File: src/rtl/dwc_pkg.sv
package dwc_pkg;
  typedef enum logic [1:0] {
    HEAD_IDLE  = 2'd0,
    HEAD_MATCH = 2'd1,
    HEAD_WAIT  = 2'd2,
    HEAD_SPLIT = 2'd3
  } head_state_e;
endpackage

File: src/rtl/dwc_section.sv
module dwc_section #(
  parameter int ADDR_W = 32,
  parameter int DATA_W = 64,
  parameter int DEPTH  = 10,
  localparam int PW    = $clog2(DEPTH),
  localparam int CW    = $clog2(DEPTH + 1)
) (
  input  logic              clk,
  input  logic              rst,
  input  logic              wr_en,
  input  logic [ADDR_W-1:0] wr_addr,
  input  logic [DATA_W-1:0] wr_data,
  input  logic              pop,
  output logic [ADDR_W-1:0] head_addr,
  output logic [DATA_W-1:0] head_data,
  output logic [CW-1:0]     occ,
  output logic              full_q
);
  logic [ADDR_W-1:0] addr_mem [DEPTH];
  logic [DATA_W-1:0] data_mem [DEPTH];
  logic [PW-1:0]     wptr, rptr;
  logic [CW-1:0]     occ_nxt;
  logic              accept, take;

  assign accept = wr_en && (occ != CW'(DEPTH));
  assign take   = pop && (occ != '0);

  always_comb begin
    occ_nxt = occ;
    if (accept && !take) occ_nxt = occ + CW'(1);
    else if (take && !accept) occ_nxt = occ - CW'(1);
  end

  // storage without reset so it can map onto RAM
  always_ff @(posedge clk) begin
    if (accept) begin
      addr_mem[wptr] <= wr_addr;
      data_mem[wptr] <= wr_data;
    end
  end

  always_ff @(posedge clk) begin
    if (rst) begin
      wptr   <= '0;
      rptr   <= '0;
      occ    <= '0;
      full_q <= 1'b0;
    end else begin
      if (accept) wptr <= (wptr == PW'(DEPTH - 1)) ? '0 : wptr + PW'(1);
      if (take)   rptr <= (rptr == PW'(DEPTH - 1)) ? '0 : rptr + PW'(1);
      occ    <= occ_nxt;
      full_q <= (occ_nxt == CW'(DEPTH));
    end
  end

  assign head_addr = addr_mem[rptr];
  assign head_data = data_mem[rptr];
endmodule

File: src/rtl/dwc_match.sv
module dwc_match #(
  parameter int ADDR_W = 32
) (
  input  logic                      a_busy,
  input  logic                      b_busy,
  input  logic [ADDR_W-1:0]         a_head,
  input  logic [ADDR_W-1:0]         b_head,
  output dwc_pkg::head_state_e      state
);
  import dwc_pkg::*;

  always_comb begin
    if (!a_busy && !b_busy)  state = HEAD_IDLE;
    else if (!a_busy || !b_busy) state = HEAD_WAIT;
    else if (a_head == b_head)   state = HEAD_MATCH;
    else                         state = HEAD_SPLIT;
  end
endmodule

File: src/rtl/dual_wb_commit.sv
module dual_wb_commit #(
  parameter int ADDR_W = 32,
  parameter int DATA_W = 64,
  parameter int DEPTH  = 10,
  localparam int CW    = $clog2(DEPTH + 1)
) (
  input  logic              clk,
  input  logic              rst,
  input  logic              a_wr,
  input  logic [ADDR_W-1:0] a_addr,
  input  logic [DATA_W-1:0] a_data,
  output logic              a_stall,
  input  logic              b_wr,
  input  logic [ADDR_W-1:0] b_addr,
  input  logic [DATA_W-1:0] b_data,
  output logic              b_stall,
  output logic              l2_valid,
  output logic [ADDR_W-1:0] l2_addr,
  output logic [DATA_W-1:0] l2_data,
  output logic              diverge
);
  import dwc_pkg::*;

  logic              sec_wr   [2];
  logic [ADDR_W-1:0] sec_addr [2];
  logic [DATA_W-1:0] sec_data [2];
  logic [ADDR_W-1:0] hd_addr  [2];
  logic [DATA_W-1:0] hd_data  [2];
  logic [CW-1:0]     sec_occ  [2];
  logic              sec_full [2];
  logic              do_commit;
  logic [CW-1:0]     occ_a, occ_b;
  logic [ADDR_W-1:0] head_a_addr;
  head_state_e       hstate;

  assign sec_wr[0]   = a_wr;
  assign sec_addr[0] = a_addr;
  assign sec_data[0] = a_data;
  assign sec_wr[1]   = b_wr;
  assign sec_addr[1] = b_addr;
  assign sec_data[1] = b_data;

  for (genvar g = 0; g < 2; g++) begin : g_sec
    dwc_section #(.ADDR_W(ADDR_W), .DATA_W(DATA_W), .DEPTH(DEPTH)) u_sec (
      .clk      (clk),
      .rst      (rst),
      .wr_en    (sec_wr[g]),
      .wr_addr  (sec_addr[g]),
      .wr_data  (sec_data[g]),
      .pop      (do_commit),
      .head_addr(hd_addr[g]),
      .head_data(hd_data[g]),
      .occ      (sec_occ[g]),
      .full_q   (sec_full[g])
    );
  end

  dwc_match #(.ADDR_W(ADDR_W)) u_match (
    .a_busy(sec_occ[0] != '0),
    .b_busy(sec_occ[1] != '0),
    .a_head(hd_addr[0]),
    .b_head(hd_addr[1]),
    .state (hstate)
  );

  assign do_commit   = (hstate == HEAD_MATCH);
  assign occ_a       = sec_occ[0];
  assign occ_b       = sec_occ[1];
  assign head_a_addr = hd_addr[0];
  assign a_stall     = sec_full[0];
  assign b_stall     = sec_full[1];

  always_ff @(posedge clk) begin
    if (rst) begin
      l2_valid <= 1'b0;
      diverge  <= 1'b0;
    end else begin
      l2_valid <= do_commit;
      diverge  <= (hstate == HEAD_SPLIT);
    end
  end

  always_ff @(posedge clk) begin
    if (do_commit) begin
      l2_addr <= hd_addr[0];
      l2_data <= hd_data[0];
    end
  end
endmodule

File: config.mk
export PLATFORM = sky130hd
export DESIGN_NAME = dual_wb_commit
export DESIGN_NICKNAME = d
export VERILOG_FILES = /design/src/rtl/dwc_pkg.sv /design/src/rtl/dwc_section.sv /design/src/rtl/dwc_match.sv /design/src/rtl/dual_wb_commit.sv
export SDC_FILE = /design/constraint.sdc
export NUM_CORES = 1
export LEC_CHECK = 0
export CAP_MARGIN = 10
export CORE_MARGIN = 2
export CORE_UTILIZATION = 31
export DETAILED_ROUTE_END_ITERATION = 6
export DONT_BUFFER_PORTS = 1
export REMOVE_ABC_BUFFERS = 1
export SYNTH_ARGS = -nofsm -noshare
export SYNTH_HDL_FRONTEND = slang
export SYNTH_SLANG_ARGS = --single-unit
File: constraint.sdc
create_clock -name clk -period 10.8 [get_ports clk]
set_clock_uncertainty 0.1 [all_clocks]
set_input_delay 1.08 -clock clk [delete_from_list [all_inputs] [get_ports clk]]
set_output_delay 1.08 -clock clk [all_outputs]
set_load 0.01 [all_outputs]
After elaboration in Yosys (flattened, before gate mapping)
Memories as Yosys holds them, arrays and structs flattened. A register that Yosys moved wholly into a read port is not among the register bits. Index checks and enable logic that the tools add are counted.

Bits in registers: 60. Bits in writable memories: 1280. Bits of input ports: 196. Output and inout bits: 100. Word-level logic and storage cells: 70. Memories kept: 3.

Memories: g_sec[0].u_sec.data_mem (words 10, bits a word 64, rd ports 1, clocked after memory_dff 1, wr ports 1, RTL line dwc_section.sv:20) `logic [DATA_W-1:0] data_mem [DEPTH];`; g_sec[0].u_sec.addr_mem (words 10, bits a word 32, rd ports 1, clocked after memory_dff 1, wr ports 1, RTL line dwc_section.sv:19) `logic [ADDR_W-1:0] addr_mem [DEPTH];`; g_sec[1].u_sec.addr_mem (words 10, bits a word 32, rd ports 1, clocked after memory_dff 1, wr ports 1, RTL line dwc_section.sv:19).

$add $sub $neg: 8. Eq/ne operators: 11. Multiplexer cells: 19. Reduce and logical (&&, ||, !) cells: 18.

Operators with widths (count): two-way mux 4 bit (12); == test 32 bit (1); adder 4 x 1 -> 4 bit (second input constant) (6); == test 4 bit (second input constant) (6); logical AND 1 bit (9); != test 4 bit (second input constant) (2); nonzero test 4 bit (2); subtractor 4 x 1 -> 4 bit (second input constant) (2); logical NOT 1 bit (6); two-way mux 2 bit (3); two-way mux 1 bit (4); == test 2 x 1 -> 1 bit (second input constant) (1); == test 2 bit (second input constant) (1); logical OR 1 bit (1).

Longest topological paths before layout
Depth in word-level cells: 11. Depth in mapped cells: 18. Gate-level depth less buffers: 11.

Cells and area by module
Synthesis repeated with hierarchy kept, for this count alone.

Cells, all modules: 3614. Area total of the unflattened synthesis: 77728.3 µm².

Modules (own cells, without submodules): dwc_section at g_sec[1].u_sec (times used 1, cells an instance 1732, area an instance 37203.2 µm², sequential area each 29168.0 µm²); dwc_section at g_sec[0].u_sec (times used 1, cells an instance 1732, area an instance 37195.7 µm², sequential area each 29168.0 µm²); dual_wb_commit (times used 1, cells an instance 104, area an instance 2966.6 µm², sequential area each 2922.8 µm²); dwc_match (times used 1, cells an instance 46, area an instance 362.8 µm², sequential area each 0.0 µm²).

Least setup slack after synthesis
No wires, ideal clock.

Path kind: in2reg. From: in a_wr. To: mem g_sec[0].u_sec.addr_mem[8][0], enable pin. Setup time: 786 ps. Data arrival time: 10526 ps. Data required time: 9914 ps. Slack: -612 ps. Stages on the path: 3. Path buffers: 1. Path through: o21ai_0 clkbuf_1 nor4_1.

Cells in the longest elaborated chain, start to end: 3.

RTL lines: from (decl) (RTL line dual_wb_commit.sv:9) `input logic a_wr,`; logical AND 1 bit (RTL line dwc_section.sv:25) `assign accept = wr_en && (occ != CW'(DEPTH));`; two-way mux 1 bit (RTL line dwc_section.sv:36) `if (accept) begin`; two-way mux 1 bit (implied by the code) (RTL line dwc_section.sv:37) `addr_mem[wptr] <= wr_addr;`; to (decl) (RTL line dwc_section.sv:19).

Every way passes these cells.

==> results.yml <==
status:
  status: "finished clean"
setup_path:
  cpMostUsedCell: "buf_4"
  path_delay_family: "simple AND/OR/NAND/NOR gates"
  path_max_fanout: 70
  slowest_delay_ps: 980
  crit_chain: "buf_4, mux2i_1, a22o_1, o31ai_1, xor2_1, nor4_1, nand4_1, or3_1, clkinv_4, buf_4, nand2_1, nand4bb_1, a31oi_1"
  cp_data_required_time_ps: 11390
  crit_buf_inv: 3
  cp-start-kind: "flip-flop"
  crit_slowest_cell: "dfxtp_4"
  cp-end-kind: "flip-flop"
  arrival_ps: 7810
  worst-r2r-setup-slack_ps: 3580
  worst_r2r_path_depth: 13
  r2r_end: "g_sec[0].u_sec.rptr[3]"
  worstSetupPathType: "reg2reg"
synthesis:
  synthMostInstantiatedCell: "edfxtp_1"
  yosysWarnings: 0
  synthFlopType: "edfxtp_1"
  synth_top_area_share_pct: 76.8
  synth_area_leader_cell: "edfxtp_1"
  synth_common_cells: "1376 x edfxtp_1, 174 x mux2i_1, 174 x mux4_2, 117 x mux2_2, 77 x clkbuf_1"
  synthTopCellsByArea: "edfxtp_1 77%, mux4_2 7.3%, mux2i_1 3.2%, mux2_2 2.4%, dfxtp_1 1.3%"
  syn_avg_cell_area_um2: 20.2
  netlist_area_mm2: 0.0538
  synth_cells: 2663
  synth_edf_count: 1376
  yosysUniqueCellTypes: 45
  synth_seq_cells: 1412
  ys_seq_area_share_pct: 78.1
  async_reset_ff_share_pct: 0
die:
  die_x_um: 421
  core-area_mm2: 0.172
  dieArea_mm2: 0.177
  row_count: 152
  die_h_um: 421
  ios: 296
  initial_utilization_pct: 31.3
sta:
  hold_violations: 0
  max_slew_margin_pct: 14.7
  max_freq_mhz: 139
  min_period_ps: 7220
  setup_violations: 0
  hold_ws_ps: 283
  tightest_slew_ps: 1270
  rsz0062_at_grt: "false"
  period_share_pct: 66.8
  maxSlewViolCount: 0
clock_network:
  cts_max_path_buffers: 3
  insertion_delay_ps: 790
  path_clk_slew_ps: 60
  cts-root-buf: "clkbuf_16"
  post_cts_resize_count: 0
  post_cts_buffers: 0
  holdBufCountCts: 0
  cts.sinks: 1412
  cts_tree: "done"
  h-tree-depth: 4
  cts_inserted_buffers: 151
global_route:
  grt_max_degree: 112
  antenna_found_initial: 1
  grt_util_met3_pct: 3.85
  grt_pass1_wl_mm: 174
  grt.overflow.total: 0
  grt-busiest-layer: "met2"
  grt.total_usage_pct: 13.4
  met1_usage_pct: 16.2
  met2_usage_pct: 23.4
  grt_pass1_vias: 25739
place:
  dp_cells: 4888
  dp_hpwl_mm: 65.1
  io_buffers: 0
  gp_congestion: 0.695
routing:
  ant_nets: 0
  drt_iter0_drc: 1500
  dr.pass1.iters: 4
  wl_per_cell_um: 23.1
  drc_errors: 0
  drt_wl_total_mm: 119
  vias_per_cell: 4.82
  vias: 24833
finish:
  fin_util_pct: 35.7
  drive_above_1_share_pct: 20.8
  nets: 2934
  finalNonFillerCells: 5149
  area_delta_synth_final_pct: 14.1
pwr:
  power.leakage_nw: 18.1
  p_per_area_mw_per_mm2: 184
  peakVddDrop_v: 0.000149
  total_power_w: 0.0113
hold_path:
  hold_depth: 0
  holdCritPathClass: "in2reg"
  min_to: "g_sec[1].u_sec.addr_mem[4][25]"
  min_from: "b_addr[25]"
run:
  maxCapViolCount: 0
[power breakdown]
group / total [W] / switching [W] / internal, W / leakage (nW)
clock network: 0.00493 / 0.00209 / 0.00284 / 2.28
registers: 0.00614 / 0.0000247 / 0.00612 / 12.8
logic: 0.000251 / 0.000154 / 0.0000971 / 3.07
total: 0.0113 / 0.00227 / 0.00905 / 18.1
[worst max path at each step]
stage | depth (start not counted) | startpoint | slack (ps) | endpoint
finish | 13 | flip-flop | 3580 | g_sec[0].u_sec.rptr[3]
global route | 13 | flip-flop | 3320 | g_sec[0].u_sec.rptr[3]
CTS | 13 | flip-flop | 3430 | g_sec[0].u_sec.rptr[3]
detailed placement | 13 | flip-flop | 3450 | g_sec[0].u_sec.rptr[3]
global placement | 13 | flip-flop | 3520 | g_sec[0].u_sec.rptr[3]
floorplan | 2 | a_wr | -640 | g_sec[0].u_sec.addr_mem[8][0]
[metal layers]
layer	share of wire [%]	vias to the layer above
li1	-	10996
met1	41	13149
met2	51	510
met3	6.2	178
met4	2.1	0
met5	0	-
[layout make-up]
type,instances,area (µm²)
fillers,15792,111000
flip-flops and latches,1412,42100
multi-input cells,1096,11200
clock buffers,186,3980
well taps,2310,2890
clock inverters,71,703
repair buffers,61,495
inverters,9,38.8
diodes,4,10.0
[sequential cells by signal (all words and copies together) (netlist names), named ones only]
| signal | count |
|---|---|
| l2_valid | 1 |
| diverge | 1 |
| g_sec.u_sec.full_q | 2 |
| l2_addr | 32 |
| g_sec.u_sec.addr_mem | 640 |
| l2_data | 64 |
| g_sec.u_sec.occ | 8 |
| g_sec.u_sec.wptr | 8 |
| g_sec.u_sec.data_mem | 640 |
| g_sec.u_sec.rptr | 8 |
[cell usage in the layout (no fill, tap or decap), types with 15 or more instances in the layout]
cell and n:
mux4_2 174, a21oi_1 72, buf_4 58, a211oi_1 64
o22ai_1 40, nor2_1 25, clkbuf_16 154, clkinv_2 15
xnor2_1 28, nand2_1 57, mux2i_1 174, o211ai_1 26
clkbuf_1 31, mux2_2 117, o21ai_0 21, edfxtp_1 1376
o31ai_1 38, nand2b_1 33, dfxtp_1 26, xor2_1 18
clkinv_1 30, a22o_1 43, nor2b_1 71
[logic make-up after synthesis]
logic type	synth area share (%)
flip-flops	78.1
AND/OR/NAND/NOR	2.38
AO/OA/AOI/OAI	4.13
buffers and inverters	1.33
multiplexers	13.1
adder cells (fa/ha/maj)	0.200
XOR/XNOR	0.748
[metrics by stage]
step	setup WS, ps	instance area, µm²	TNS (ps)
floorplan	-644	53200	-61780
global placement	3520	56700	0
detailed placement	3450	56700	0
CTS	3430	61400	0
global route	3320	61400	0
finish	3580	61400	0
(Power assumes the default switching activity.)
